## src/rtl/mbox_pkg.sv

```systemverilog
package mbox_pkg;
  // Host-side register selection after address decode
  typedef enum logic [2:0] {
    HS_NONE,
    HS_DATA,
    HS_CMD,
    HS_CONS,
    HS_FULL,
    HS_RTAG
  } host_sel_e;

  // Controller-side port selection after address decode
  typedef enum logic [1:0] {
    CS_NONE,
    CS_STAT,
    CS_DATA
  } ctl_sel_e;
endpackage

```

## src/rtl/mbox_slot.sv

```systemverilog
// One direction of the mailbox: holding byte, pending flag, tag.
// A post and a take in the same cycle leave the slot pending.
module mbox_slot #(
  parameter int DW = 8
) (
  input  logic          clk,
  input  logic          rst,
  input  logic          post,
  input  logic          take,
  input  logic [DW-1:0] post_data,
  input  logic          post_tag,
  output logic [DW-1:0] data,
  output logic          pending,
  output logic          tag
);
  always_ff @(posedge clk) begin
    if (rst) begin
      data    <= '0;
      pending <= 1'b0;
      tag     <= 1'b0;
    end else begin
      if (post) begin
        data <= post_data;
        tag  <= post_tag;
      end
      if (post)
        pending <= 1'b1;
      else if (take)
        pending <= 1'b0;
    end
  end

  // The byte only moves on a post (covers R9 for both directions)
  assert_data_hold_R9: assert property (@(posedge clk) disable iff (rst)
    !post |=> $stable(data));
endmodule

```

## src/rtl/mbox_host_port.sv

```systemverilog
module mbox_host_port
  import mbox_pkg::*;
#(
  parameter int DW       = 8,
  parameter int HAW      = 4,
  parameter int HDW      = 16,
  parameter int DATA_OFF = 0,
  parameter int CMD_OFF  = 8,
  parameter int STAT_OFF = 4
) (
  input  logic           clk,
  input  logic           rst,
  input  logic           h_wr,
  input  logic           h_rd,
  input  logic [HAW-1:0] h_addr,
  input  logic [DW-1:0]  h_wbyte,
  input  logic [DW-1:0]  rep_data,
  input  logic           rep_pending,
  input  logic           rep_tag,
  input  logic           out_pending,
  output logic           out_post,
  output logic           out_tag,
  output logic [DW-1:0]  out_data,
  output logic           rep_take,
  output logic [HDW-1:0] h_rdata
);
  host_sel_e        sel;
  logic [HDW-1:0]   rd_val;

  always_comb begin
    if (h_addr == HAW'(DATA_OFF))          sel = HS_DATA;
    else if (h_addr == HAW'(CMD_OFF))      sel = HS_CMD;
    else if (h_addr == HAW'(STAT_OFF))     sel = HS_CONS;
    else if (h_addr == HAW'(STAT_OFF + 1)) sel = HS_FULL;
    else if (h_addr == HAW'(STAT_OFF + 2)) sel = HS_RTAG;
    else                                   sel = HS_NONE;
  end

  assign out_post = h_wr && (sel == HS_DATA || sel == HS_CMD);
  assign out_tag  = (sel == HS_CMD);
  assign out_data = h_wbyte;
  assign rep_take = h_rd && (sel == HS_DATA);

  always_comb begin
    rd_val = '0;
    case (sel)
      HS_DATA: rd_val[DW-1:0] = rep_data;
      HS_CONS: rd_val[0]      = !rep_pending;
      HS_FULL: rd_val[0]      = out_pending;
      HS_RTAG: rd_val[0]      = rep_tag;
      default: rd_val         = '0;
    endcase
  end

  always_ff @(posedge clk) begin
    if (rst)
      h_rdata <= '0;
    else if (h_rd)
      h_rdata <= rd_val;
  end

  assert_host_status_width_R8: assert property (@(posedge clk) disable iff (rst)
    h_rd && (sel == HS_CONS || sel == HS_FULL || sel == HS_RTAG)
    |=> h_rdata[HDW-1:1] == '0);

  assert_host_unmapped_read_R8: assert property (@(posedge clk) disable iff (rst)
    h_rd && (sel == HS_NONE || sel == HS_CMD) |=> h_rdata == '0);
endmodule

```

## src/rtl/mbox_ctl_port.sv

```systemverilog
module mbox_ctl_port
  import mbox_pkg::*;
#(
  parameter int DW      = 8,
  parameter int CAW     = 8,
  parameter int STAT_LO = 8'h00,
  parameter int STAT_HI = 8'h07,
  parameter int DATA_LO = 8'h18,
  parameter int DATA_HI = 8'h1F,
  parameter int TAG_BIT = 2
) (
  input  logic           clk,
  input  logic           rst,
  input  logic           c_wr,
  input  logic           c_rd,
  input  logic [CAW-1:0] c_addr,
  input  logic [DW-1:0]  c_wdata,
  input  logic           test_sw,
  input  logic [DW-1:0]  out_data,
  input  logic           out_pending,
  input  logic           out_tag,
  input  logic           rep_consumed,
  output logic           out_take,
  output logic           rep_post,
  output logic           rep_tag,
  output logic [DW-1:0]  rep_data,
  output logic [DW-1:0]  c_rdata
);
  ctl_sel_e      sel;
  logic [DW-1:0] stat_byte;
  logic [DW-1:0] rd_val;

  always_comb begin
    if (c_addr >= CAW'(STAT_LO) && c_addr <= CAW'(STAT_HI))      sel = CS_STAT;
    else if (c_addr >= CAW'(DATA_LO) && c_addr <= CAW'(DATA_HI)) sel = CS_DATA;
    else                                                         sel = CS_NONE;
  end

  assign out_take = c_rd && (sel == CS_DATA);
  assign rep_post = c_wr && (sel == CS_DATA);
  assign rep_tag  = c_addr[TAG_BIT];
  assign rep_data = c_wdata;

  always_comb begin
    stat_byte    = '0;
    stat_byte[0] = out_tag;
    stat_byte[1] = out_pending;
    stat_byte[2] = rep_consumed;
    stat_byte[3] = test_sw;
  end

  always_comb begin
    case (sel)
      CS_STAT: rd_val = stat_byte;
      CS_DATA: rd_val = out_data;
      default: rd_val = '0;
    endcase
  end

  always_ff @(posedge clk) begin
    if (rst)
      c_rdata <= '0;
    else if (c_rd)
      c_rdata <= rd_val;
  end

  assert_ctl_status_upper_R7: assert property (@(posedge clk) disable iff (rst)
    c_rd && sel == CS_STAT |=> c_rdata[DW-1:4] == '0);

  assert_ctl_unmapped_read_R12: assert property (@(posedge clk) disable iff (rst)
    c_rd && sel == CS_NONE |=> c_rdata == '0);
endmodule

```

## src/rtl/dual_cpu_mailbox.sv

```systemverilog
module dual_cpu_mailbox #(
  parameter int DW        = 8,
  parameter int HAW       = 4,
  parameter int HDW       = 16,
  parameter int CAW       = 8,
  parameter int H_DATA    = 0,
  parameter int H_CMD     = 8,
  parameter int H_STAT    = 4,
  parameter int C_STAT_LO = 8'h00,
  parameter int C_STAT_HI = 8'h07,
  parameter int C_DATA_LO = 8'h18,
  parameter int C_DATA_HI = 8'h1F,
  parameter int TAG_BIT   = 2
) (
  input  logic           clk,
  input  logic           rst,
  input  logic           h_wr,
  input  logic           h_rd,
  input  logic [HAW-1:0] h_addr,
  input  logic [DW-1:0]  h_wbyte,
  output logic [HDW-1:0] h_rdata,
  input  logic           c_wr,
  input  logic           c_rd,
  input  logic [CAW-1:0] c_addr,
  input  logic [DW-1:0]  c_wdata,
  output logic [DW-1:0]  c_rdata,
  input  logic           test_sw
);
  logic          out_post, out_take, out_tag_in, out_pending, out_tag;
  logic [DW-1:0] out_in, out_byte;
  logic          rep_post, rep_take, rep_tag_in, rep_pending, rep_tag;
  logic [DW-1:0] rep_in, rep_byte;

  mbox_host_port #(
    .DW(DW), .HAW(HAW), .HDW(HDW),
    .DATA_OFF(H_DATA), .CMD_OFF(H_CMD), .STAT_OFF(H_STAT)
  ) u_host (
    .clk(clk), .rst(rst),
    .h_wr(h_wr), .h_rd(h_rd), .h_addr(h_addr), .h_wbyte(h_wbyte),
    .rep_data(rep_byte), .rep_pending(rep_pending), .rep_tag(rep_tag),
    .out_pending(out_pending),
    .out_post(out_post), .out_tag(out_tag_in), .out_data(out_in),
    .rep_take(rep_take), .h_rdata(h_rdata)
  );

  mbox_ctl_port #(
    .DW(DW), .CAW(CAW),
    .STAT_LO(C_STAT_LO), .STAT_HI(C_STAT_HI),
    .DATA_LO(C_DATA_LO), .DATA_HI(C_DATA_HI), .TAG_BIT(TAG_BIT)
  ) u_ctl (
    .clk(clk), .rst(rst),
    .c_wr(c_wr), .c_rd(c_rd), .c_addr(c_addr), .c_wdata(c_wdata),
    .test_sw(test_sw),
    .out_data(out_byte), .out_pending(out_pending), .out_tag(out_tag),
    .rep_consumed(!rep_pending),
    .out_take(out_take), .rep_post(rep_post), .rep_tag(rep_tag_in),
    .rep_data(rep_in), .c_rdata(c_rdata)
  );

  // Host -> controller
  mbox_slot #(.DW(DW)) u_outbound (
    .clk(clk), .rst(rst),
    .post(out_post), .take(out_take),
    .post_data(out_in), .post_tag(out_tag_in),
    .data(out_byte), .pending(out_pending), .tag(out_tag)
  );

  // Controller -> host; reply-consumed is the inverse of pending
  mbox_slot #(.DW(DW)) u_reply (
    .clk(clk), .rst(rst),
    .post(rep_post), .take(rep_take),
    .post_data(rep_in), .post_tag(rep_tag_in),
    .data(rep_byte), .pending(rep_pending), .tag(rep_tag)
  );

  assert_host_post_R2: assert property (@(posedge clk) disable iff (rst)
    out_post |=> out_pending && out_byte == $past(h_wbyte));

  assert_cmd_tag_R3: assert property (@(posedge clk) disable iff (rst)
    h_wr && h_addr == HAW'(H_CMD) |=> out_tag);

  assert_ctl_take_R4: assert property (@(posedge clk) disable iff (rst)
    out_take && !out_post |=> !out_pending);

  assert_reply_post_R5: assert property (@(posedge clk) disable iff (rst)
    rep_post |=> rep_pending && rep_tag == $past(c_addr[TAG_BIT]));

  assert_host_take_R6: assert property (@(posedge clk) disable iff (rst)
    rep_take && !rep_post |=> !rep_pending);

  assert_flags_hold_R9: assert property (@(posedge clk) disable iff (rst)
    !out_post && !out_take && !rep_post && !rep_take
    |=> $stable(out_pending) && $stable(rep_pending));

  assert_out_collide_R10: assert property (@(posedge clk) disable iff (rst)
    out_post && out_take |=> out_pending);

  assert_rep_collide_R11: assert property (@(posedge clk) disable iff (rst)
    rep_post && rep_take |=> rep_pending);
endmodule

```

## config.mk

```make
export PLATFORM = sky130hd
export DESIGN_NAME = dual_cpu_mailbox
export DESIGN_NICKNAME = d
export VERILOG_FILES = /design/src/rtl/mbox_pkg.sv /design/src/rtl/mbox_slot.sv /design/src/rtl/mbox_host_port.sv /design/src/rtl/mbox_ctl_port.sv /design/src/rtl/dual_cpu_mailbox.sv
export SDC_FILE = /design/constraint.sdc
export NUM_CORES = 1
export LEC_CHECK = 0
export ABC_CLOCK_PERIOD_IN_PS = 3600
export BUFFER_PORTS_ARGS = -buffer_cell sky130_fd_sc_hd__buf_4
export CORE_ASPECT_RATIO = 1.2
export CORE_UTILIZATION = 51
export DETAILED_ROUTE_END_ITERATION = 6
export PLACE_DENSITY_LB_ADDON = 0.2
export SETUP_SLACK_MARGIN = 0.15
export SLEW_MARGIN = 10
export SYNTH_ARGS = -nofsm -noshare
export SYNTH_HDL_FRONTEND = slang
export SYNTH_SLANG_ARGS = --single-unit
```

## constraint.sdc

```tcl
create_clock -name clk -period 3.6 [get_ports clk]
set_clock_uncertainty 0.15 [all_clocks]
set_input_delay 0 -clock clk [delete_from_list [all_inputs] [get_ports clk]]
set_output_delay 0 -clock clk [all_outputs]
set_load 0.005 [all_outputs]
```

# [Word-level counts from Yosys, hierarchy flattened]
# Index checks and enable logic that the tools add are counted.
[classes] order_cmp=4 eq_ne=11 muxes=14 n_reduce_logical=11
[ops] op="$pmux W8 S2" count=1
[ops] op="$mux W3" count=5
[ops] op="$eq A4 B3 Y1 const B" count=3
[ops] op="$ge A8 B1 Y1 const B" count=1
[ops] op="$ge A8 B5 Y1 const B" count=1
[ops] op="$le A8 B3 Y1 const B" count=1
[ops] op="$le A8 B5 Y1 const B" count=1
[ops] op="$mux W7" count=1
[ops] op="$eq A3 B2 Y1 const B" count=2
[ops] op="$eq A3 B3 Y1 const B" count=2
[ops] op="$logic_and A1 B1 Y1" count=6
[ops] op="$eq A4 B4 Y1 const B" count=1
[ops] op="$logic_not A4 Y1" count=1
[ops] op="$mux W1" count=4
[ops] op="$mux W2" count=2
[ops] op="$pmux W1 S4" count=1
[ops] op="$reduce_bool A2 Y1" count=2
[ops] op="$eq A3 B1 Y1 const B" count=1
[ops] op="$eq A2 B1 Y1 const B" count=1
[ops] op="$eq A2 B2 Y1 const B" count=1
[ops] op="$logic_not A1 Y1" count=1
[ops] op="$logic_or A1 B1 Y1" count=1
[word_totals] register_bits=36 elab_cells=48

# [Logic depth before layout (Yosys ltp)]
[logic_depth] word_depth=10 mapped_depth=5 mapped_depth_nobuf=3

# [By module]
# Synthesis repeated with hierarchy kept, for this count alone.
[unflattened] hier_cells=169 hier_area_um2=1680.4
[modules_own_cells] module="mbox_slot" instances=2 cells_each=33 area_per_inst_um2=355.3 seq_area_each_um2=200.2
[modules_own_cells] module="mbox_host_port" instances=1 cells_each=56 area_per_inst_um2=496.7 seq_area_each_um2=160.2
[modules_own_cells] module="mbox_ctl_port" instances=1 cells_each=46 area_per_inst_um2=469.2 seq_area_each_um2=160.2
[modules_own_cells] module="dual_cpu_mailbox" instances=1 cells_each=1 area_per_inst_um2=3.8 seq_area_each_um2=0.0

# [Worst setup path before layout]
# OpenSTA, ideal clock, no wires.
[synth_timing] kind="input to register" startpoint="input port c_addr[5]" endpoint="register u_reply.data[0]" arrival_time_ps=837 slack_ps=2481 path_stages=4 n_path_buf=1 path_cell_list="or4b_1 -> buf_2 -> o21ai_1 -> a21oi_1"
[synth_via] elab_chain_cells=6 elab_cells_between_ends=10 classes_between="4 x order compare; 1 x eq/ne; 2 x mux; 3 x reduce/logical"
[synth_lines] item="start, declared" line_no="dual_cpu_mailbox.sv:24" text="input logic [CAW-1:0] c_addr,"
[synth_lines] item="$ge A8 B5 Y1 or $le A8 B5 Y1 (tied branches)" line_no="mbox_ctl_port.sv:35" text="else if (c_addr >= CAW'(DATA_LO) && c_addr <= CAW'(DATA_HI)) sel = CS_DATA;"
[synth_lines] item="$logic_and A1 B1 Y1" line_no="mbox_ctl_port.sv:35"
[synth_lines] item="$mux W2" line_no="mbox_ctl_port.sv:35"
[synth_lines] item="$mux W2 *" line_no="mbox_ctl_port.sv:34" text="if (c_addr >= CAW'(STAT_LO) && c_addr <= CAW'(STAT_HI)) sel = CS_STAT;"
[synth_lines] item="$eq A2 B2 Y1 *" line_no="mbox_ctl_port.sv:40" text="assign rep_post = c_wr && (sel == CS_DATA);"
[synth_lines] item="$logic_and A1 B1 Y1 *" line_no="mbox_ctl_port.sv:40"
[synth_lines] item="end signal, assigned" line_no="mbox_slot.sv:23" text="data <= post_data;"
[synth_lines] item="end, declared" line_no="mbox_slot.sv:12" text="output logic [DW-1:0] data,"
# Every way passes the cells marked *; elsewhere a longest branch is shown, timed or not.
# A chain may end at the register's enable or synchronous reset.

# [Worst setup path after layout]
[layout_timing] startpoint="input port h_addr[0]" endpoint="register u_outbound.data[1]"
[layout_via] elab_chain_cells=9 elab_cells_between_ends=14 classes_between="6 x eq/ne; 5 x mux; 3 x reduce/logical"
[layout_lines] item="start, declared" line_no="dual_cpu_mailbox.sv:19" text="input logic [HAW-1:0] h_addr,"
[layout_lines] item="$eq A4 B3 Y1" line_no="mbox_host_port.sv:35" text="else if (h_addr == HAW'(STAT_OFF + 2)) sel = HS_RTAG;"
[layout_lines] item="$mux W3" line_no="mbox_host_port.sv:35"
[layout_lines] item="$mux W3" line_no="mbox_host_port.sv:34" text="else if (h_addr == HAW'(STAT_OFF + 1)) sel = HS_FULL;"
[layout_lines] item="$mux W3" line_no="mbox_host_port.sv:33" text="else if (h_addr == HAW'(STAT_OFF)) sel = HS_CONS;"
[layout_lines] item="$mux W3" line_no="mbox_host_port.sv:32" text="else if (h_addr == HAW'(CMD_OFF)) sel = HS_CMD;"
[layout_lines] item="$mux W3 *" line_no="mbox_host_port.sv:31" text="if (h_addr == HAW'(DATA_OFF)) sel = HS_DATA;"
[layout_lines] item="$eq A3 B1 Y1 or $eq A3 B2 Y1 (tied branches)" line_no="mbox_host_port.sv:39" text="assign out_post = h_wr && (sel == HS_DATA || sel == HS_CMD);"
[layout_lines] item="$logic_or A1 B1 Y1 *" line_no="mbox_host_port.sv:39"
[layout_lines] item="$logic_and A1 B1 Y1 *" line_no="mbox_host_port.sv:39"
[layout_lines] item="end signal, assigned" line_no="mbox_slot.sv:23"
[layout_lines] item="end, declared" line_no="mbox_slot.sv:12"
# Marks and branches as above.

==> flow_metrics.py <==
metrics = {
    "global_route": {
        "grt_use_met1": 0.472,
        "grtUsageMet3": 0.163,
        "grt_pass1_vias": 2077,
        "track_usage": 0.486,
        "antenna_found_initial": 0,
        "overflow": 0,
        "grt-busiest-layer": "met2",
        "gr-usage-met2": 0.837,
        "grt_max_degree": 38,
        "grt_pass1_wl_mm": 10.7,
    },
    "synth": {
        "syn_area_per_cell_um2": 8.79,
        "ys.flop_type": "dfxtp_1",
        "async_flop_share": 0,
        "ys_types": 27,
        "netlist_area_um2": 1520,
        "synthTopCellsByCount": "dfxtp_1 (36), nand2_1 (23), a21oi_1 (20)",
        "ys_seq_elements": 36,
        "seq_area_frac_synth": 0.474,
        "yosysTopAreaCellShare": 0.474,
        "synth_area_leaders": "dfxtp_1 (47%), a32oi_1 (6.9%), a21oi_1 (6.6%)",
        "synth_top_area_cell": "dfxtp_1",
        "yosysWarnings": 0,
        "netlist_instances": 173,
        "synth.most_common_cell": "dfxtp_1",
        "synth_edf_count": 0,
    },
    "finish": {
        "fin_cells": 330,
        "nets": 330,
        "layout-drive-gt1-share": 0.199,
        "n_fill_cell": 60,
        "fin_util": 0.960,
        "area_growth_pct": 77.6,
        "diodes": 0,
    },
    "detailed_routing": {
        "antenna_left": 0,
        "first_pass_iters": 6,
        "dr.first_iter.drc_count": 319,
        "drc": 0,
        "wl_per_cell_um": 25.5,
        "routed_wl_mm": 8.40,
        "viasPerCell": 6.76,
        "vias": 2230,
    },
    "pwr": {
        "leakage_uw": 0.00110,
        "powerDensity_nw_per_um2": 311,
        "vdd.ir_drop.worst_mv": 0.404,
    },
    "floorplan": {
        "die_w_um": 51.8,
        "dieArea_um2": 3200,
        "core_area_um2": 2810,
        "ios": 59,
        "core.rowCount": 21,
        "die_y_um": 61.8,
        "start_util": 0.541,
    },
    "setup_path": {
        "required_ps": 3760,
        "worstSetupStartpointType": "primary input",
        "slowest_delay_ps": 650,
        "r2r-start": "u_outbound.tag",
        "cp_common_cell": "dlygate4sd3_1",
        "cp_cell_sequence": "dlygate4sd3_1 -> buf_4 -> nor4b_4 -> nand2_1 -> dlygate4sd3_1 -> a21oi_1 -> dlygate4sd3_1",
        "crit_fanout": 10,
        "path_class": "in -> reg",
        "setup.worst_path.end_class": "flop",
        "crit_slowest_cell": "dlygate4sd3_1",
        "worstPathArrival_ps": 3140,
        "cp-startpoint": "h_addr[0]",
    },
    "clock_tree": {
        "clock_latency_ps": 380,
        "cts.sinks": 36,
        "cts_root_buf": "clkbuf_4",
        "cts-buffers-inserted": 5,
        "h-tree-depth": 2,
        "path_clk_slew_ps": 130,
        "cts_tree": "yes",
        "cts_buffer_depth": 2,
        "cts-resized-gates": 0,
    },
    "place": {
        "globalplace.congestion": 0.823,
        "dpl_worst_slack_ps": 2180,
        "dpl.cell_count": 244,
        "io_buffers": 48,
        "hpwl_mm": 2.53,
    },
    "timing": {
        "maxSlewViolCount": 0,
        "hold_viol": 0,
        "setup_viol": 0,
        "rsz0062_at_grt": "false",
        "relSlewSlack": 0.466,
        "finalCritPeriodShare": 0.828,
        "fin_ws_ps": 618,
        "worst-slew-pin-transition_ps": 802,
        "period_minus_slack_ps": 2980,
        "fmax_ghz": 0.335,
        "fin_setup_tns_ps": 0,
    },
    "worst_hold_path": {
        "hp-class": "in -> reg",
        "worstHoldStart": "c_addr[5]",
    },
    "status": {
        "status": "completed",
    },
    "run": {
        "drv_cap": 0,
    },
}
-- logic make-up after synthesis --
family	after synthesis	share of synthesized area
other	1	0.00247
DFF	36	0.474
buffers and inverters	20	0.0749
AOI/OAI and AO/OA	50	0.211
and+or+nand+nor	66	0.238
-- final timing paths --
| kind | slack [ps] | endpoint | depth (start not counted) |
|---|---|---|---|
| max | 620 | u_outbound.data[1] | 7 |
| min | 40 | u_ctl.c_rdata[7] | 4 |
| min reg2reg | 390 | u_host.h_rdata[2] | 2 |
| max reg2reg | 1500 | u_ctl.c_rdata[0] | 4 |
-- worst max-delay path, delay by kind of cell --
kind | cells | cell delay (ps)
AO/OA/AOI/OAI | 1 | 300
AND/OR/NAND/NOR | 2 | 830
buffers and inverters | 4 | 2000
-- cells in the final DEF, fill, tap and decap left out --
cell / n
a21boi_1: 1
a21o_1: 1
a21oi_1: 20
a22oi_1: 1
a31oi_1: 3
a32o_1: 1
a32oi_1: 12
and2_1: 1
buf_4: 48
bufinv_16: 1
clkbuf_1: 1
clkbuf_4: 5
clkinv_2: 1
conb_1: 8
dfxtp_1: 36
dlygate4sd3_1: 78
inv_1: 2
nand2_1: 23
nand2b_1: 2
nand3_1: 16
nor2_1: 14
nor2b_1: 2
nor3_1: 2
nor3_2: 1
nor4b_4: 3
o21ai_1: 9
o21ba_1: 1
o41ai_1: 1
or4b_1: 2
-- stage by stage --
step / cell area [µm²] / hold slack (ps) / total power [µW]
3_5_place_dp: 1840 / 107 / 485
2_1_floorplan: 1550 / -14.0 / 450
6_report: 2700 / 44.0 / 840
3_3_place_gp: 1840 / 96.9 / 483
4_1_cts: 2690 / 3.60 / 791
5_1_grt: 2700 / 97.9 / 849
-- timing repair --
action                    in CTS  in global routing
buffers inserted               0                  0
hold endpoints to repair      36                  1
hold buffers                  77                  1
-- state kept, by name (all words and copies together), names as in the netlist --
register	flops
u_ctl.c_rdata	8
u_host.h_rdata	8
u_outbound.data	8
u_outbound.pending	1
u_outbound.tag	1
u_reply.data	8
u_reply.pending	1
u_reply.tag	1
-- power breakdown --
| group | internal, µW | total [µW] | switching [µW] | leakage, µW |
|---|---|---|---|---|
| Combinational | 62.0 | 125 | 62.9 | 0.000767 |
| Clock | 146 | 309 | 164 | 0.0000422 |
| Sequential | 402 | 406 | 3.38 | 0.000290 |
| Total | 610 | 840 | 230 | 0.00110 |
-- layer usage --
layer | wire (µm) | up-vias
li1 | - | 852
met1 | 2670 | 998
met2 | 3790 | 272
met3 | 973 | 108
met4 | 964 | 0
met5 | 0 | -
-- final cells by class --
type	instances	area, µm²	share of cell area
Timing Repair Buffer	126	1140	0.423
Sequential cell	36	721	0.267
Multi-Input combinational cell	124	712	0.264
Tap cell	34	42.5	0.0158
Clock buffer	6	41.3	0.0153
Clock inverter	2	35.0	0.0130
Inverter	2	7.51	0.00278
No activity file was read; power rests on OpenSTA's default activity.
